File: src/rtl/sgdma_pkg.sv
package sgdma_pkg;
  typedef enum logic [3:0] {
    S_IDLE, S_CHECK, S_FETCH, S_FWAIT, S_RD, S_RWAIT, S_DOUT, S_DIN, S_WR, S_DONE
  } walk_st_t;

  localparam int FL_EN    = 0;
  localparam int FL_TODEV = 1;
  localparam int FL_TC    = 8;
  localparam int FL_MERR  = 9;
  localparam int FL_AERR  = 10;
  localparam logic [31:0] FLAG_MASK = 32'h0000_0703;

  localparam logic [9:0] A_BASE  = 10'h008;
  localparam logic [9:0] A_LIMIT = 10'h00C;
  localparam logic [9:0] A_ERR   = 10'h010;
endpackage

File: src/rtl/sgdma_regs.sv
module sgdma_regs #(
  parameter int NUM_CH = 4,
  localparam int CHW = (NUM_CH > 1) ? $clog2(NUM_CH) : 1
) (
  input  logic                     clk,
  input  logic                     rst_n,
  input  logic                     wr_en,
  input  logic [9:0]               addr,
  input  logic [31:0]              wdata,
  output logic [31:0]              rdata,
  input  logic [CHW-1:0]           ev_ch,
  input  logic                     ev_start,
  input  logic                     ev_reject,
  input  logic                     ev_done,
  input  logic [31:0]              ev_len,
  output logic [NUM_CH-1:0]        en_o,
  output logic [NUM_CH-1:0]        todev_o,
  output logic [NUM_CH-1:0][31:0]  cnt_o,
  output logic [NUM_CH-1:0][31:0]  laddr_o,
  output logic [31:0]              base_o,
  output logic [28:0]              lim_ent_o,
  output logic [NUM_CH-1:0]        err_o
);
  import sgdma_pkg::*;

  logic [NUM_CH-1:0][31:0] flags_q;
  logic [31:0]             limit_q;

  for (genvar n = 0; n < NUM_CH; n++) begin : g_ch
    localparam logic [9:0] CH_OFS = 10'h100 + 10'(n * 32);
    logic hit_fl, hit_ct, hit_ad, mine;
    assign hit_fl = wr_en && (addr == CH_OFS);
    assign hit_ct = wr_en && (addr == CH_OFS + 10'h008);
    assign hit_ad = wr_en && (addr == CH_OFS + 10'h010);
    assign mine   = (ev_ch == CHW'(n));

    always_ff @(posedge clk) begin
      if (!rst_n) begin
        flags_q[n] <= '0;
        cnt_o[n]   <= '0;
        laddr_o[n] <= '0;
      end else begin
        if (hit_fl) flags_q[n] <= wdata & FLAG_MASK;
        if (hit_ct) cnt_o[n]   <= {wdata[31:2], 2'b00};
        if (hit_ad) laddr_o[n] <= {wdata[31:2], 2'b00};
        if (mine) begin
          if (ev_start)  flags_q[n][FL_AERR:FL_TC] <= 3'b000;
          if (ev_reject) flags_q[n][FL_MERR] <= 1'b1;
          if (ev_done) begin
            flags_q[n][FL_TC] <= 1'b1;
            cnt_o[n]          <= cnt_o[n] - ev_len;
          end
        end
      end
    end

    assign en_o[n]    = flags_q[n][FL_EN];
    assign todev_o[n] = flags_q[n][FL_TODEV];

    always_ff @(posedge clk) begin
      if (!rst_n) begin
        err_o[n] <= 1'b0;
      end else if (ev_reject && mine) begin
        err_o[n] <= 1'b1;
      end else if (wr_en && addr == A_ERR && wdata[n]) begin
        err_o[n] <= 1'b0;
      end
    end
  end

  always_ff @(posedge clk) begin
    if (!rst_n) begin
      base_o  <= '0;
      limit_q <= '0;
    end else if (wr_en) begin
      if (addr == A_BASE)  base_o  <= wdata;
      if (addr == A_LIMIT) limit_q <= wdata;
    end
  end
  assign lim_ent_o = limit_q[31:3];

  always_comb begin
    rdata = '0;
    if (addr == A_BASE)  rdata = base_o;
    if (addr == A_LIMIT) rdata = limit_q;
    if (addr == A_ERR)   rdata = 32'(err_o);
    for (int n = 0; n < NUM_CH; n++) begin
      if (addr == 10'h100 + 10'(n * 32))          rdata = flags_q[n];
      if (addr == 10'h100 + 10'(n * 32) + 10'h008) rdata = cnt_o[n];
      if (addr == 10'h100 + 10'(n * 32) + 10'h010) rdata = laddr_o[n];
    end
  end

  p_reject_flags_r4: assert property (@(posedge clk) disable iff (!rst_n)
    ev_reject |=> err_o[$past(ev_ch)] && flags_q[$past(ev_ch)][FL_MERR]);

  p_done_sets_tc_r5: assert property (@(posedge clk) disable iff (!rst_n)
    ev_done |=> flags_q[$past(ev_ch)][FL_TC]);
endmodule

File: src/rtl/sgdma_walk.sv
module sgdma_walk #(
  parameter int NUM_CH = 4,
  parameter int PAGE_W = 12,
  localparam int CHW = (NUM_CH > 1) ? $clog2(NUM_CH) : 1
) (
  input  logic                     clk,
  input  logic                     rst_n,
  input  logic                     req_valid,
  output logic                     req_ready,
  input  logic [CHW-1:0]           req_ch,
  input  logic                     req_to_dev,
  input  logic [31:0]              req_len,
  input  logic [NUM_CH-1:0]        en_i,
  input  logic [NUM_CH-1:0]        todev_i,
  input  logic [NUM_CH-1:0][31:0]  cnt_i,
  input  logic [NUM_CH-1:0][31:0]  laddr_i,
  input  logic [31:0]              base_i,
  input  logic [28:0]              lim_ent_i,
  output logic [CHW-1:0]           ev_ch,
  output logic                     ev_start,
  output logic                     ev_reject,
  output logic                     ev_done,
  output logic [31:0]              ev_len,
  output logic                     busy,
  output logic                     mem_valid,
  input  logic                     mem_ready,
  output logic                     mem_we,
  output logic [31:0]              mem_addr,
  output logic [31:0]              mem_wdata,
  input  logic                     mem_rvalid,
  input  logic [31:0]              mem_rdata,
  input  logic                     din_valid,
  output logic                     din_ready,
  input  logic [31:0]              din_data,
  output logic                     dout_valid,
  input  logic                     dout_ready,
  output logic [31:0]              dout_data
);
  import sgdma_pkg::*;

  localparam int IDX_W = 32 - PAGE_W;
  localparam logic [PAGE_W:0] PAGE_BYTES = (PAGE_W + 1)'(1) << PAGE_W;

  walk_st_t          st;
  logic [CHW-1:0]    ch_q;
  logic              to_dev_q;
  logic [31:0]       len_q, rem_q, la_q, pa_q, dbuf_q;
  logic [PAGE_W:0]   chunk_q;

  logic              setup_ok;
  logic [31:0]       clamp;
  logic [IDX_W-1:0]  idx;
  logic [PAGE_W:0]   page_left;
  logic              beat_done;
  walk_st_t          beat_st;

  assign setup_ok  = en_i[req_ch] && (todev_i[req_ch] == req_to_dev);
  assign clamp     = (req_len < cnt_i[req_ch]) ? {req_len[31:2], 2'b00} : cnt_i[req_ch];
  assign idx       = la_q[31:PAGE_W];
  assign page_left = PAGE_BYTES - {1'b0, la_q[PAGE_W-1:0]};
  assign beat_done = (st == S_DOUT && dout_ready) || (st == S_WR && mem_ready);
  assign beat_st   = to_dev_q ? S_RD : S_DIN;

  assign req_ready = (st == S_IDLE);
  assign busy      = (st != S_IDLE);
  assign ev_start  = (st == S_IDLE) && req_valid;
  assign ev_reject = ev_start && !setup_ok;
  assign ev_done   = (st == S_DONE);
  assign ev_ch     = (st == S_IDLE) ? req_ch : ch_q;
  assign ev_len    = len_q;

  always_comb begin
    mem_valid = 1'b0;
    mem_we    = 1'b0;
    mem_addr  = pa_q;
    mem_wdata = dbuf_q;
    case (st)
      S_FETCH: begin
        mem_valid = 1'b1;
        mem_addr  = (base_i + (32'(idx) << 3)) & 32'h7FFF_FFFF;
      end
      S_RD: mem_valid = 1'b1;
      S_WR: begin
        mem_valid = 1'b1;
        mem_we    = 1'b1;
      end
      default: ;
    endcase
  end

  assign din_ready  = (st == S_DIN);
  assign dout_valid = (st == S_DOUT);
  assign dout_data  = dbuf_q;

  always_ff @(posedge clk) begin
    if (!rst_n) begin
      st       <= S_IDLE;
      ch_q     <= '0;
      to_dev_q <= 1'b0;
      len_q    <= '0;
      rem_q    <= '0;
      la_q     <= '0;
      pa_q     <= '0;
      dbuf_q   <= '0;
      chunk_q  <= '0;
    end else begin
      case (st)
        S_IDLE: if (req_valid) begin
          ch_q     <= req_ch;
          to_dev_q <= req_to_dev;
          len_q    <= setup_ok ? clamp : 32'd0;
          rem_q    <= clamp;
          la_q     <= laddr_i[req_ch];
          if (setup_ok) st <= (clamp == 32'd0) ? S_DONE : S_CHECK;
        end
        S_CHECK: st <= (29'(idx) >= lim_ent_i) ? S_DONE : S_FETCH;
        S_FETCH: if (mem_ready) st <= S_FWAIT;
        S_FWAIT: if (mem_rvalid) begin
          pa_q    <= mem_rdata + 32'(la_q[PAGE_W-1:0]);
          chunk_q <= (rem_q < 32'(page_left)) ? rem_q[PAGE_W:0] : page_left;
          st      <= beat_st;
        end
        S_RD:    if (mem_ready) st <= S_RWAIT;
        S_RWAIT: if (mem_rvalid) begin
          dbuf_q <= mem_rdata;
          st     <= S_DOUT;
        end
        S_DIN:   if (din_valid) begin
          dbuf_q <= din_data;
          st     <= S_WR;
        end
        S_DONE:  st <= S_IDLE;
        default: ;
      endcase
      if (beat_done) begin
        la_q    <= la_q + 32'd4;
        pa_q    <= pa_q + 32'd4;
        rem_q   <= rem_q - 32'd4;
        chunk_q <= chunk_q - (PAGE_W + 1)'(4);
        if (rem_q == 32'd4)                    st <= S_DONE;
        else if (chunk_q == (PAGE_W + 1)'(4))  st <= S_CHECK;
        else                                   st <= beat_st;
      end
    end
  end

  p_mem_hold_r11: assert property (@(posedge clk) disable iff (!rst_n)
    mem_valid && !mem_ready |=> mem_valid && $stable(mem_addr) && $stable(mem_we) && $stable(mem_wdata));

  p_one_port_r11: assert property (@(posedge clk) disable iff (!rst_n)
    $onehot0({mem_valid, din_ready, dout_valid}));

  p_dout_hold_r9: assert property (@(posedge clk) disable iff (!rst_n)
    dout_valid && !dout_ready |=> dout_valid && $stable(dout_data));

  p_busy_after_accept_r12: assert property (@(posedge clk) disable iff (!rst_n)
    ev_start && !ev_reject && (clamp != 32'd0) |=> busy);
endmodule

File: src/rtl/sgdma_engine.sv
module sgdma_engine #(
  parameter int NUM_CH = 4,
  parameter int PAGE_W = 12,
  localparam int CHW = (NUM_CH > 1) ? $clog2(NUM_CH) : 1
) (
  input  logic              clk,
  input  logic              rst_n,
  input  logic              reg_wr,
  input  logic [9:0]        reg_addr,
  input  logic [31:0]       reg_wdata,
  output logic [31:0]       reg_rdata,
  input  logic              req_valid,
  output logic              req_ready,
  input  logic [CHW-1:0]    req_ch,
  input  logic              req_to_dev,
  input  logic [31:0]       req_len,
  output logic              busy,
  output logic              mem_valid,
  input  logic              mem_ready,
  output logic              mem_we,
  output logic [31:0]       mem_addr,
  output logic [31:0]       mem_wdata,
  input  logic              mem_rvalid,
  input  logic [31:0]       mem_rdata,
  input  logic              din_valid,
  output logic              din_ready,
  input  logic [31:0]       din_data,
  output logic              dout_valid,
  input  logic              dout_ready,
  output logic [31:0]       dout_data,
  output logic [NUM_CH-1:0] chan_err
);
  logic [CHW-1:0]          ev_ch;
  logic                    ev_start, ev_reject, ev_done;
  logic [31:0]             ev_len;
  logic [NUM_CH-1:0]       en, todev;
  logic [NUM_CH-1:0][31:0] cnt, laddr;
  logic [31:0]             base;
  logic [28:0]             lim_ent;

  sgdma_regs #(.NUM_CH(NUM_CH)) u_regs (
    .clk(clk), .rst_n(rst_n), .wr_en(reg_wr), .addr(reg_addr),
    .wdata(reg_wdata), .rdata(reg_rdata),
    .ev_ch(ev_ch), .ev_start(ev_start), .ev_reject(ev_reject),
    .ev_done(ev_done), .ev_len(ev_len),
    .en_o(en), .todev_o(todev), .cnt_o(cnt), .laddr_o(laddr),
    .base_o(base), .lim_ent_o(lim_ent), .err_o(chan_err)
  );

  sgdma_walk #(.NUM_CH(NUM_CH), .PAGE_W(PAGE_W)) u_walk (
    .clk(clk), .rst_n(rst_n),
    .req_valid(req_valid), .req_ready(req_ready), .req_ch(req_ch),
    .req_to_dev(req_to_dev), .req_len(req_len),
    .en_i(en), .todev_i(todev), .cnt_i(cnt), .laddr_i(laddr),
    .base_i(base), .lim_ent_i(lim_ent),
    .ev_ch(ev_ch), .ev_start(ev_start), .ev_reject(ev_reject),
    .ev_done(ev_done), .ev_len(ev_len), .busy(busy),
    .mem_valid(mem_valid), .mem_ready(mem_ready), .mem_we(mem_we),
    .mem_addr(mem_addr), .mem_wdata(mem_wdata),
    .mem_rvalid(mem_rvalid), .mem_rdata(mem_rdata),
    .din_valid(din_valid), .din_ready(din_ready), .din_data(din_data),
    .dout_valid(dout_valid), .dout_ready(dout_ready), .dout_data(dout_data)
  );

  p_busy_blocks_req_r12: assert property (@(posedge clk) disable iff (!rst_n)
    $fell(busy) |-> !mem_valid && !din_ready && !dout_valid);
endmodule

File: config.mk
export PLATFORM = sky130hd
export DESIGN_NAME = sgdma_engine
export DESIGN_NICKNAME = d
export VERILOG_FILES = /design/src/rtl/sgdma_pkg.sv /design/src/rtl/sgdma_regs.sv /design/src/rtl/sgdma_walk.sv /design/src/rtl/sgdma_engine.sv
export SDC_FILE = /design/constraint.sdc
export NUM_CORES = 2
export LEC_CHECK = 0
export CORE_ASPECT_RATIO = 0.5
export CORE_MARGIN = 8
export CORE_UTILIZATION = 30
export DETAILED_ROUTE_END_ITERATION = 10
export PLACE_DENSITY = 0.44
export SYNTH_ARGS = -nofsm -noshare
export SYNTH_HDL_FRONTEND = slang
export SYNTH_SLANG_ARGS = --single-unit
File: constraint.sdc
create_clock -name clk -period 5.8 [get_ports clk]
set_clock_uncertainty 0.15 [all_clocks]
set_input_delay 0.87 -clock clk [delete_from_list [all_inputs] [get_ports clk]]
set_output_delay 0.87 -clock clk [all_outputs]
set_load 0.02 [all_outputs]
== Word-level counts from Yosys, hierarchy flattened ==
Cells that the tools add are included.
Word-level totals
  register bits: 516
  input bits: 149
Operators by class
  add/sub/neg operators: 11
  order comparisons: 4
  equal/unequal tests: 39
  multiplexer cells: 99
  reductions and logical operators: 50
Operators with widths (count)
  32-bit two-way mux: 43
  32-bit binary-select mux with 2-bit select: 2
  32-bit subtractor: 4
  10-bit by 9-bit == test with 1-bit output (second input constant): 12
  32-bit by 3-bit adder with 32-bit output (second input constant): 2
  32-bit one-hot mux with 2 select lines: 1
  13-bit two-way mux: 4
  4-bit two-way mux: 12
  11-bit two-way mux: 4
  32-bit by 12-bit adder with 32-bit output: 1
  32-bit by 3-bit == test with 1-bit output (second input constant): 1
  32-bit logical NOT: 1
  32-bit by 13-bit < comparator with 1-bit output: 1
  32-bit < comparator: 1
  4-bit one-hot mux with 8 select lines: 1
  32-bit by 3-bit subtractor with 32-bit output (second input constant): 1
  31-bit by 23-bit adder with 31-bit output: 1
  20-bit by 29-bit >= comparator with 1-bit output: 1
  1-bit logical AND: 26
  3-bit two-way mux: 8
  10-bit by 4-bit == test with 1-bit output (second input constant): 2
  1-bit two-way mux: 20
  3-bit by 2-bit inequality test with 1-bit output (second input constant): 6
  2-bit nonzero test: 9
  other kinds (26): 39

== Longest topological paths before layout ==
  depth in word-level cells: 16
  depth in mapped cells: 17
  depth with buffers taken out: 14

== Hierarchy ==
From an unflattened synthesis, not the netlist that was laid out.
Unflattened totals
  cell total of the unflattened synthesis: 4788
  area total of the unflattened synthesis: 37065.5 um^2
By module, submodules not included
  sgdma_regs: instances 1, cells an instance 2836, area an instance 21555.7 um^2, seq. area each 6726.5 um^2
  sgdma_walk: instances 1, cells an instance 1952, area an instance 15509.9 um^2, seq. area each 3603.5 um^2

== Worst setup path after synthesis ==
OpenSTA, ideal clock, no wires.
  path type: input to register
  start: input req_ch[1]
  end: register u_walk.st[3]
  library setup time: 0.086 ns
  arrival: 4.083 ns
  path slack: 1.482 ns
  cell stages on the path: 16
  path through: buf_2 buf_1 buf_1 mux4_2 inv_1 ha_1 a21o_1 a21o_1 a21oi_1 nor2_1 a2111oi_0 a22oi_1 buf_2 nor4_1 a311oi_1 a211oi_1
On the way
  longest elaborated chain between the ends: 10
Ends and longest elaborated chain
  start: declaration: line sgdma_engine.sv:14  | input logic [CHW-1:0] req_ch,
  32-bit binary-select mux with 2-bit select: line sgdma_walk.sv:58  | assign clamp = (req_len < cnt_i[req_ch]) ? {req_len[31:2], 2'b00} : cnt_i[req_ch];
  32-bit two-way mux (not written as such): line sgdma_walk.sv:58
  32-bit < comparator: line sgdma_walk.sv:58
  32-bit two-way mux: line sgdma_walk.sv:58
  32-bit logical NOT: line sgdma_walk.sv:114  | if (setup_ok) st <= (clamp == 32'd0) ? S_DONE : S_CHECK;
  4-bit two-way mux (2 in a row): line sgdma_walk.sv:114
  4-bit two-way mux: line sgdma_walk.sv:108  | S_IDLE: if (req_valid) begin
  4-bit one-hot mux with 8 select lines: line sgdma_walk.sv:107  | case (st)
  4-bit two-way mux: line sgdma_walk.sv:135  | if (beat_done) begin
  end signal: assignment: line sgdma_walk.sv:114
  end signal: assignment: line sgdma_walk.sv:116  | S_CHECK: st <= (29'(idx) >= lim_ent_i) ? S_DONE : S_FETCH;
  end signal: assignment: line sgdma_walk.sv:121  | st <= beat_st;
  end: declaration: line sgdma_walk.sv:44  | walk_st_t st;
Several ways; a longest one is shown, not always the timed one. The select of a mux whose other input is x is not followed.
A chain may end at the register's enable or synchronous reset.

== Worst setup path in the final report ==
  start: register u_regs.base_o[3]
  end: output mem_addr[25]
On the way
  longest elaborated chain between the ends: 2
Ends and longest elaborated chain
  start: declaration: line sgdma_regs.sv:20  | output logic [31:0] base_o,
  start signal: assignment: line sgdma_regs.sv:76  | if (addr == A_BASE) base_o <= wdata;
  31-bit by 23-bit adder with 31-bit output: line sgdma_walk.sv:80  | mem_addr = (base_i + (32'(idx) << 3)) & 32'h7FFF_FFFF;
  32-bit two-way mux: line sgdma_walk.sv:77  | case (st)
  end: declaration: line sgdma_engine.sv:21  | output logic [31:0] mem_addr,
Every way passes these cells.

==> flow_summary.toml <==
[timing]
fmax_mhz = 180
finalCritPeriodShare = 0.958
hold_slack_ns = 0.305
min_period_ns = 5.56
rsz0062_at_grt = "false"
timing.setup.tns_ns = 0
tightest_slew_ns = 1.24
maxSlewViolCount = 0
hold_viol = 0
final.setup.worst_slack_ns = 0.244
setup_violations = 0
max_slew_margin = 0.173

[layout]
multi_input_area_sq_um = 23500
num-fill-cells = 12200
final_area_sq_um = 42200
drive_gt1_frac = 0.0743
final-seq-area_sq_um = 10300
final_cells = 6469
layout.nets = 5204
area_growth_pct = 18.3

[synthesis]
synth_top_flop_cell = "dfxtp_1"
yosysWarningCount = 0
async_reset_ff_frac = 0
synth_edf_count = 0
yosysSeqAreaShare = 0.288
synth_top_cell_area_share = 0.288
synthTopCellsByCount = "nand2_1 (948), dfxtp_1 (514), a21oi_1 (467), nor2_1 (345), clkbuf_1 (263)"
yosysTopAreaCell = "dfxtp_1"
syn_nets = 5087
synth_area_sq_um = 35700
syn-instance-count = 4709
ys_types = 100
yosysMostFrequentCell = "nand2_1"
ys_ff_latch = 514
syn_avg_cell_area_sq_um = 7.58
ys_top_cells_by_area = "dfxtp_1 (29%), nand2_1 (10%), ha_1 (7.9%), a21oi_1 (6.6%), mux4_2 (4.0%)"

[clocking]
h-tree-depth = 2
root_buffer = "clkbuf_16"
ctsLongestPathBuffers = 3
clk_latency_ns = 0.67
cts_tree = "done"
clock_sinks = 514
cts-hold-fix-buffers = 0
postCtsSetupRepairBufs = 0
clk_pin_slew_ns = 0.07
cts_buffers = 58

[setup_path]
crit_arrival_ns = 4.54
crit_buf_inv = 2
slowest_delay_ns = 0.67
crit_path_max_fanout = 5
path_delay_family = "compound AO/OA/AOI/OAI gates"
cp-end-kind = "output pin"
ff2ff_setup_slack_ns = 1.52
cp-start-kind = "register"
path_class = "register to output pin"
path_cells = "ha_1 -> inv_1 -> fa_1 -> nor2b_1 -> o31a_1 -> o31ai_1 -> a21oi_1 -> a31o_1 -> o41a_1 -> nand2_1 -> nand2b_1 -> and3_1 -> a211oi_1 -> clkdlybuf4s50_1"
cp_data_required_time_ns = 4.78
worstReg2RegStart = "u_regs.cnt_o[69]"
r2r_cells = 13
slowest_stage = "clkdlybuf4s50_1"
reg2reg_to = "u_walk.rem_q[11]"

[global_route]
grt_pass1_vias = 34900
gr-total-overflow = 0
grt_pass1_wl_um = 253000
grt_max_degree = 164
grtUsageTotal = 0.256
antenna_found_initial = 12

[power]
power.density_nw_per_um2 = 306
power_switching_share = 0.381
p_leak_nw = 15.5
p_switching_mw = 4.93
ir_drop_v = 0.000253
seqPwrFrac = 0.318
pwr-share-clk = 0.330
combPwrFrac = 0.351
p_int_mw = 8.01

[place]
routabilityCongestion = 0.994
place_area_sq_um = 40100
dp_slack_ns = 0.414
dpl.hpwl_um = 137000
dp.cells = 6358
portBuffers = 286

[detailed_routing]
drc = 0
drtIter0Drc = 4342
first_pass_iters = 8
wl_um = 177000
antenna_left = 0
routedWlPerCell_um = 27.3
drt-vias-per-instance = 5.81
num_vias = 37600

[die]
core_sq_um = 118000
die_height_um = 260
io_pins = 287
chipWidth_um = 504
dieArea_sq_um = 131000
rows = 89
start_util = 0.303

[hold_path]
min_to = "u_regs.flags_q[106]"
hold_start = "u_regs.flags_q[106]"
min_path_cells = 2
hold_path.class = "register to register"

[run_status]
status = "complete, no violations"

[flow_run]
drv_cap = 0
-- metal layers --
layer / wire (um) / GRT usage
met2: 69000 / 0.360
met3: 18000 / 0.0598
met4: 3560 / 0.0500
met5: 27 / 0
met1: 86000 / 0.393
-- tightest hold or removal path: stages (launching register included) --
cell and delay, ns:
dfxtp_1 0.31, nand2_1 0.05, a21oi_1 0.05
-- per-stage QoR --
step,util,power [mW]
after detailed placement,0.340,8.64
after global routing,0.358,13.6
after floorplan,-,7.07
after global placement,0.340,8.62
final,0.358,12.9
after CTS,0.358,13.0
-- flip-flops by register name, summed over array words and instances, names as in the netlist, 2 cells and up --
name,count
u_regs.limit_q,32
u_walk.la_q,30
u_regs.base_o,32
u_regs.en_o,4
u_walk.pa_q,32
u_walk.rem_q,32
u_regs.todev_o,4
u_regs.err_o,4
u_walk.ev_len,32
u_walk.chunk_q,13
u_regs.laddr_o,120
u_walk.ch_q,2
u_regs.flags_q,12
u_walk.st,4
u_regs.cnt_o,128
u_walk.dout_data,32
-- cell type report --
cell class                 count  share of cell area
antenna                        4            0.000237
clock buffer                  75              0.0378
clock inverter                32              0.0119
inverter                     137              0.0124
multi-input combinational   3706               0.556
sequential                   514               0.244
tap                         1592              0.0472
timing repair buffer         409              0.0910
-- placed cells by master, fill, tap and decap left out, drive strengths merged, types with 48 or more instances in the layout --
master           n
a21o            83
a21oi          469
a221oi          61
a311oi         119
and3            58
buf            126
clkbuf          75
clkdlybuf4s50  283
dfxtp          514
ha             224
inv            139
mux2i           72
mux4            63
nand2          949
nand3          133
nor2           347
nor3            81
o21a            48
o21ai          223
xnor2           99
xor2            53
-- kinds of logic (layout without fill, tap and decap cells) --
logic type / count (synthesis) / in the layout / share of synthesized area
AND/OR/NAND/NOR: 1833 / 1833 / 0.227
AO/OA/AOI/OAI: 1346 / 1346 / 0.245
flip-flops: 514 / 514 / 0.288
buffers and inverters: 489 / 653 / 0.0568
adder cells (fa/ha/maj): 229 / 229 / 0.0814
XOR/XNOR: 152 / 152 / 0.0375
multiplexers: 146 / 146 / 0.0634
other: 0 / 4 / 0
-- how the worst max path moves through the flow --
| stage | start | end | slack [ns] | cells past startpoint |
|---|---|---|---|---|
| after floorplan | req_ch[1] | u_walk.st[3] | 1.48 | 16 |
| after global placement | reg_addr[1] | reg_rdata[12] | 0.41 | 11 |
| after detailed placement | reg_addr[1] | reg_rdata[12] | 0.41 | 11 |
| after CTS | u_regs.base_o[3] | mem_addr[25] | 0.16 | 14 |
| after global routing | u_regs.base_o[3] | mem_addr[25] | 0.01 | 14 |
| final | u_regs.base_o[3] | mem_addr[25] | 0.24 | 14 |
-- power groups by stage --
stage	sequential [mW]	clock (mW)	combinational (mW)
6_report	4.12	4.27	4.55
5_1_grt	4.14	4.50	4.92
4_1_cts	4.10	4.37	4.50
3_5_place_dp	4.18	0	4.46
3_3_place_gp	4.17	0	4.45
2_1_floorplan	4.01	0	3.05
-- what timing repair did --
item                                    CTS  global route
hold endpoints to repair                  0             0
gates resized for setup                   0             1
endpoints found under the setup margin    0             1
Note: power is estimated with default switching activity, not from simulation.
